--- src/rtl/fwd_pkg.sv ---
package fwd_pkg;

    typedef enum logic [1:0] {
        FWD_RF  = 2'b00,
        FWD_MWB = 2'b01,
        FWD_EXM = 2'b10
    } fwd_sel_e;

endpackage

--- src/rtl/fwd_match.sv ---
module fwd_match
    import fwd_pkg::*;
#(
    parameter int REG_W = 5
) (
    input  logic [REG_W-1:0] src,
    input  logic [REG_W-1:0] exm_dst,
    input  logic             exm_wen,
    input  logic [REG_W-1:0] mwb_dst,
    input  logic             mwb_wen,
    output logic [1:0]       sel
);

    logic     exm_hit;
    logic     mwb_hit;
    fwd_sel_e pick;

    always_comb begin
        exm_hit = exm_wen && (exm_dst != '0) && (exm_dst == src);
        mwb_hit = mwb_wen && (mwb_dst != '0) && (mwb_dst == src);
        if (exm_hit) begin
            pick = FWD_EXM;
        end else if (mwb_hit) begin
            pick = FWD_MWB;
        end else begin
            pick = FWD_RF;
        end
        sel = pick;
    end

endmodule

--- src/rtl/fwd_sel_unit.sv ---
module fwd_sel_unit #(
    parameter int REG_W   = 5,
    parameter int NUM_OPS = 2
) (
    input  logic [NUM_OPS-1:0][REG_W-1:0] src,
    input  logic [REG_W-1:0]              exm_dst,
    input  logic                          exm_wen,
    input  logic [REG_W-1:0]              mwb_dst,
    input  logic                          mwb_wen,
    output logic [NUM_OPS-1:0][1:0]       sel
);

    for (genvar g = 0; g < NUM_OPS; g++) begin : g_op
        fwd_match #(.REG_W(REG_W)) u_match (
            .src     (src[g]),
            .exm_dst (exm_dst),
            .exm_wen (exm_wen),
            .mwb_dst (mwb_dst),
            .mwb_wen (mwb_wen),
            .sel     (sel[g])
        );
    end

endmodule

--- src/rtl/operand_mux.sv ---
module operand_mux
    import fwd_pkg::*;
#(
    parameter int DATA_W = 32
) (
    input  logic [1:0]        sel,
    input  logic [DATA_W-1:0] rf_val,
    input  logic [DATA_W-1:0] exm_val,
    input  logic [DATA_W-1:0] mwb_val,
    output logic [DATA_W-1:0] opnd
);

    always_comb begin
        case (sel)
            FWD_EXM: opnd = exm_val;
            FWD_MWB: opnd = mwb_val;
            default: opnd = rf_val;
        endcase
    end

endmodule

--- src/rtl/pipe_fwd_core.sv ---
module pipe_fwd_core
    import fwd_pkg::*;
#(
    parameter int DATA_W = 32,
    parameter int REG_W  = 5
) (
    input  logic              clk,
    input  logic              rst_n,
    input  logic [REG_W-1:0]  id_src_a,
    input  logic [REG_W-1:0]  id_src_b,
    input  logic [DATA_W-1:0] id_val_a,
    input  logic [DATA_W-1:0] id_val_b,
    input  logic [REG_W-1:0]  id_dst,
    input  logic              id_wen,
    output logic [1:0]        ex_sel_a,
    output logic [1:0]        ex_sel_b,
    output logic [DATA_W-1:0] ex_opnd_a,
    output logic [DATA_W-1:0] ex_opnd_b,
    output logic [DATA_W-1:0] ex_result
);

    localparam int NUM_OPS = 2;

    typedef struct packed {
        logic [REG_W-1:0]  src_a;
        logic [REG_W-1:0]  src_b;
        logic [DATA_W-1:0] val_a;
        logic [DATA_W-1:0] val_b;
        logic [REG_W-1:0]  dst;
        logic              wen;
    } de_stage_t;

    typedef struct packed {
        logic [REG_W-1:0]  dst;
        logic              wen;
        logic [DATA_W-1:0] res;
    } res_stage_t;

    typedef struct packed {
        de_stage_t  de;
        res_stage_t exm;
        res_stage_t mwb;
    } pipe_t;

    pipe_t st_d;
    pipe_t st_q;

    logic [NUM_OPS-1:0][REG_W-1:0]  src_arr;
    logic [NUM_OPS-1:0][DATA_W-1:0] rf_arr;
    logic [NUM_OPS-1:0][1:0]        sel_arr;
    logic [NUM_OPS-1:0][DATA_W-1:0] opnd_arr;
    logic [DATA_W-1:0]              alu_res;

    assign src_arr[0] = st_q.de.src_a;
    assign src_arr[1] = st_q.de.src_b;
    assign rf_arr[0]  = st_q.de.val_a;
    assign rf_arr[1]  = st_q.de.val_b;

    fwd_sel_unit #(.REG_W(REG_W), .NUM_OPS(NUM_OPS)) u_sel (
        .src     (src_arr),
        .exm_dst (st_q.exm.dst),
        .exm_wen (st_q.exm.wen),
        .mwb_dst (st_q.mwb.dst),
        .mwb_wen (st_q.mwb.wen),
        .sel     (sel_arr)
    );

    for (genvar g = 0; g < NUM_OPS; g++) begin : g_mux
        operand_mux #(.DATA_W(DATA_W)) u_mux (
            .sel     (sel_arr[g]),
            .rf_val  (rf_arr[g]),
            .exm_val (st_q.exm.res),
            .mwb_val (st_q.mwb.res),
            .opnd    (opnd_arr[g])
        );
    end

    assign alu_res = opnd_arr[0] + opnd_arr[1];

    always_comb begin
        st_d           = st_q;
        st_d.de.src_a  = id_src_a;
        st_d.de.src_b  = id_src_b;
        st_d.de.val_a  = id_val_a;
        st_d.de.val_b  = id_val_b;
        st_d.de.dst    = id_dst;
        st_d.de.wen    = id_wen;
        st_d.exm.dst   = st_q.de.dst;
        st_d.exm.wen   = st_q.de.wen;
        st_d.exm.res   = alu_res;
        st_d.mwb       = st_q.exm;
    end

    always_ff @(posedge clk or negedge rst_n) begin
        if (!rst_n) begin
            st_q <= '0;
        end else begin
            st_q <= st_d;
        end
    end

    assign ex_sel_a  = sel_arr[0];
    assign ex_sel_b  = sel_arr[1];
    assign ex_opnd_a = opnd_arr[0];
    assign ex_opnd_b = opnd_arr[1];
    assign ex_result = alu_res;

    // Per-operand checks on the selector and the multiplexer it steers
    for (genvar g = 0; g < NUM_OPS; g++) begin : g_chk
        p_sel_legal_r1: assert property (@(posedge clk) disable iff (!rst_n)
            sel_arr[g] != 2'b11);

        p_exm_path_r2: assert property (@(posedge clk) disable iff (!rst_n)
            (sel_arr[g] == 2'b10) |->
                (st_q.exm.wen && st_q.exm.dst == src_arr[g] && opnd_arr[g] == st_q.exm.res));

        p_mwb_path_r3: assert property (@(posedge clk) disable iff (!rst_n)
            (sel_arr[g] == 2'b01) |->
                (st_q.mwb.wen && st_q.mwb.dst == src_arr[g] && st_q.mwb.dst != '0
                 && opnd_arr[g] == st_q.mwb.res));

        p_young_wins_r4: assert property (@(posedge clk) disable iff (!rst_n)
            (st_q.exm.wen && st_q.mwb.wen && src_arr[g] != '0
             && st_q.exm.dst == src_arr[g] && st_q.mwb.dst == src_arr[g])
                |-> (opnd_arr[g] == st_q.exm.res));

        p_zero_reg_r6: assert property (@(posedge clk) disable iff (!rst_n)
            (src_arr[g] == '0) |-> (opnd_arr[g] == rf_arr[g]));

        p_default_rf_r7: assert property (@(posedge clk) disable iff (!rst_n)
            (!(st_q.exm.wen && st_q.exm.dst == src_arr[g])
             && !(st_q.mwb.wen && st_q.mwb.dst == src_arr[g]))
                |-> (sel_arr[g] == 2'b00 && opnd_arr[g] == rf_arr[g]));
    end

    p_result_moves_r8: assert property (@(posedge clk) disable iff (!rst_n)
        1'b1 |=> (st_q.exm.res == $past(ex_result)));

endmodule

--- config.mk ---
export PLATFORM = sky130hd
export DESIGN_NAME = pipe_fwd_core
export DESIGN_NICKNAME = d
export VERILOG_FILES = /design/src/rtl/fwd_pkg.sv /design/src/rtl/fwd_match.sv /design/src/rtl/fwd_sel_unit.sv /design/src/rtl/operand_mux.sv /design/src/rtl/pipe_fwd_core.sv
export SDC_FILE = /design/constraint.sdc
export NUM_CORES = 1
export LEC_CHECK = 0
export BUFFER_PORTS_ARGS = -buffer_cell sky130_fd_sc_hd__buf_4
export CAP_MARGIN = 20
export CORE_UTILIZATION = 40
export CTS_BUF_LIST = sky130_fd_sc_hd__clkbuf_16
export DETAILED_ROUTE_END_ITERATION = 7
export PLACE_DENSITY = 0.71
export SYNTH_ARGS = -nofsm -noshare
export SYNTH_HDL_FRONTEND = slang
export SYNTH_SLANG_ARGS = --single-unit
--- constraint.sdc ---
create_clock -name clk -period 5.5 [get_ports clk]
set_input_delay 1.375 -clock clk [delete_from_list [all_inputs] [get_ports clk]]
set_output_delay 1.375 -clock clk [all_outputs]
set_load 0.03 [all_outputs]
==> key figures <==
Timing
  • Fmax: 168.9 MHz
  • Pins Over Slew Limit: 0
  • Final hold vios: 0
  • Final period util: 1.076
  • Final setup viols: 20
  • Tmin final: a little under 6 ns
  • Worst-Margin Slew: 0.6575 ns
  • Crit path setup slack, layout: -0.4194 ns
  • Worst Skew: 0.007846 ns
  • Relative slew slack: 0.5616
  • RSZ-0062 raised after global routing: true

Logic synthesis
  • Seq/Total Area, Yosys: 0.5295
  • FFs w/ async S/R, synth: 1.000
  • Syn avg cell area: 11.12 um^2
  • Largest family of logic cells by synthesized area: compound AO/OA/AOI/OAI gates
  • Synth Instances: approximately 660
  • Synth Area in XOR/XNOR: 0.05584
  • Ys Warns: 0
  • Post-Synth Adder-Cell Area: 0.05533
  • Count of different cell masters after synthesis: 50
  • Post-synthesis mux area share: 0.08961
  • Most common flop cell mapped by yosys: dfrtp_1
  • Syn Std Cell Area: 7372 um^2
  • Synth Area in Compound Gates: 0.1266
  • #FFs+latches synth: 156
  • Synth Area in Simple Gates: 0.09199
  • Syn Nets: 777
  • Number of synthesized flops with an enable pin: 0

Power
  • NetSw: ~0.0013 W
  • Power, Total: 0.003790 W
  • Clk network pwr share: 0.294
  • Worst VDD drop: between 0.2 and 0.25 mV
  • Combinational Power Share: 0.322
  • Reg power frac: 0.384
  • Power Dens Cells: 344.7 nW/um^2
  • Static leakage: 4.827 nW
  • Switching share of power: 0.3314
  • Int Pwr: 0.002534 W

Route
  • Final wirelength: about 20000 um
  • Wire per inst: 16.92 um
  • DRT Pass-1 Iters: 4
  • First DRT Iteration DRCs: 244
  • Vias per cell: 5.045
  • Final ANT Viol Nets: 0
  • DRC errors left: 0
  • Via Count: between 5000 and 6000

Critical path
  • CP cell instances: or4_4 > o21ai_4 > nor4_4 > buf_4 > buf_12 > buf_8 > mux2i_1 > o21ai_2 > ha_1 > buf_4 > nand4_1 > o31a_1 > o211ai_1 > o21ai_4 > buf_6 > a21boi_4 > o21ai_2 > or4b_4 > o311ai_4 > buf_6
  • Buf/Inv on CP: 6
  • Crit-path leading delay family: simple AND/OR/NAND/NOR gates
  • Worst-path fanout max: 6
  • Crit-path slowest cell: or4_4
  • Crit Path Category: reg -> out
  • Max incr delay on CP: 0.54 ns
  • CP endpoint kind: primary output
  • Startpoint Class: flop
  • Worst path required time: about 4 ns
  • Crit path arrival time: 4.54 ns

Finish
  • Final nets: 1040
  • Layout cells sized above 1: 0.4717
  • P&R area growth vs syn: 49.12%
  • Most frequent cells in the layout: buf_4, dfrtp_1, nand2_1
  • ANT cells: 0
  • Fin area: 10990 um^2
  • Most common cell after layout, fill and taps aside: buf_4

Clocking
  • CTS Sinks: 156
  • Worst-Skew Late Latency: 0.42 ns
  • Root buf cell: clkbuf_16
  • CTS tree: yes
  • Hold_buf cts: 0
  • Clock Pin Slew Worst Setup and Hold Paths: 0.06 ns
  • CTS Buf Count: 17
  • Clock Path Buffers: 2
  • Htree depth: 4

GRT
  • First-pass GRT wire length: ~30000 um
  • Antenna violations before repair: 0
  • Vias in the first global route: around 5900
  • Pin count of the biggest net entering global routing: 57
  • Gr usage total: 0.2088
  • Global route overflow: 0

Floorplanning
  • Core area: 18020 um^2
  • Die height: 137.8 um
  • I/O pin cnt: 182
  • Starting Density: 0.4090
  • Die Wd: roughly 140 um
  • Die ar.: 18980 um^2
  • Rows: 49

Place
  • Post-DP HPWL: 13990 um
  • Placed instance area: approximately 9300 um^2
  • Final GP Congestion: 0.8928
  • IO buf count: 181

Status
  • Status: finished, violations left
  • Failing checks: setup timing

Run
  • Max cap viols: 0

Worst hold path
  • Worst Hold Class: reg -> reg
## per-layer routing
metal | global-route usage | routed length, um | up-vias
li1 | - | - | 2843
met1 | 0.2593 | 8320 | 2857
met2 | 0.3613 | 10070 | 156
met3 | 0.04305 | 1000 | 27
met4 | 0.06824 | 333 | 0
met5 | 0 | 0 | -
## cells in the mapped netlist (all sizes together) (2+ instances only)
cell	count	area, um^2
dfrtp	156	3904
o21ai	79	406.7
nand2	77	289.0
mux2i	66	660.6
buf	35	260.2
ha	31	387.9
xnor2	29	254.0
a21oi	26	130.1
clkbuf	23	86.33
nor2	23	86.33
xor2	18	157.7
a21o	17	127.6
nand3	11	55.05
inv	8	30.03
o21a	6	45.04
nor3	4	20.02
nor4	4	67.56
o211ai	4	30.03
or4	4	33.78
a211oi	3	27.52
a221oi	3	26.28
a31oi	3	18.77
nand2b	3	18.77
nor2b	3	18.77
a21boi	2	15.01
a41oi	2	17.52
and2	2	12.51
and3	2	12.51
nand3b	2	15.01
nand4	2	12.51
o31a	2	17.52
## area by class of cell
type / count / area (um^2)
fill: 1440 / 7032
tap: 229 / 286.5
clock inverter: 13 / 126.4
timing repair buffer: 302 / 2460
sequential: 156 / 3904
multi-input combinational: 441 / 3761
inverter: 8 / 30.03
clock buffer: 17 / 425.4
## repair_timing
| action | in CTS | in global routing |
|---|---|---|
| setup endpoints to repair | 22 | 26 |
| hold endpoints to repair | 0 | 0 |
| gates resized for setup | 48 | 74 |
| gates cloned | 1 | 0 |
| setup buffers | 42 | 18 |
| pin swaps | 41 | 36 |
## power by group through the flow
stage          Combinational, W  Clock (W)  Sequential, W
6_report                0.00122    0.00111        0.00145
5_1_grt                 0.00130    0.00120        0.00148
4_1_cts                 0.00110    0.00114        0.00145
3_5_place_dp           0.000998          0        0.00147
3_3_place_gp           0.000988          0        0.00146
2_1_floorplan          0.000703          0        0.00143
## registers in the layout (all words and copies together) (netlist names)
signal / flops
st_d: 44
rf_arr: 64
src_arr: 10
st_q: 38
## logic make-up after synthesis
| family | Yosys count |
|---|---|
| AO/OA/AOI/OAI | 155 |
| XOR/XNOR | 47 |
| adder cells (fa/ha/maj) | 32 |
| buffers and inverters | 66 |
| flip-flops | 156 |
| multiplexers | 66 |
| AND/OR/NAND/NOR | 141 |
## final timing paths
| kind | cells after the start | endpoint | slack (ns) | start |
|---|---|---|---|---|
| worst max register to register | 20 | st_d[19]$_DFF_PN0_ | 1.33 | st_q[35]$_DFF_PN0_ |
| min in group asynchronous | 1 | src_arr[9]$_DFF_PN0_ | 0.90 | rst_n |
| max in group asynchronous | 2 | rf_arr[19]$_DFF_PN0_ | 3.55 | rst_n |
| worst min register to register | 0 | st_d[34]$_DFF_PN0_ | 0.35 | st_d[72]$_DFF_PN0_ |
| worst min-delay path | 0 | st_d[34]$_DFF_PN0_ | 0.35 | st_d[72]$_DFF_PN0_ |
| worst max-delay path | 20 | ex_result[19] | -0.42 | st_q[35]$_DFF_PN0_ |
## per-stage QoR
| stage | util | instances | hold slack (ns) | setup WS, ns | TNS [ns] |
|---|---|---|---|---|---|
| floorplan | - | 663 | 0.3312 | -0.005087 | -0.005087 |
| global placement | 0.5174 | 1076 | 0.3339 | -0.02343 | -0.02343 |
| detailed placement | 0.5174 | 1076 | 0.3381 | -0.09619 | -0.2274 |
| CTS | 0.5819 | 1149 | 0.3510 | -0.3481 | -4.840 |
| global route | 0.6099 | 1166 | 0.3558 | -0.5628 | -8.135 |
| finish | 0.6099 | 1166 | 0.3473 | -0.4194 | -4.401 |
(Power assumes the default switching activity.)
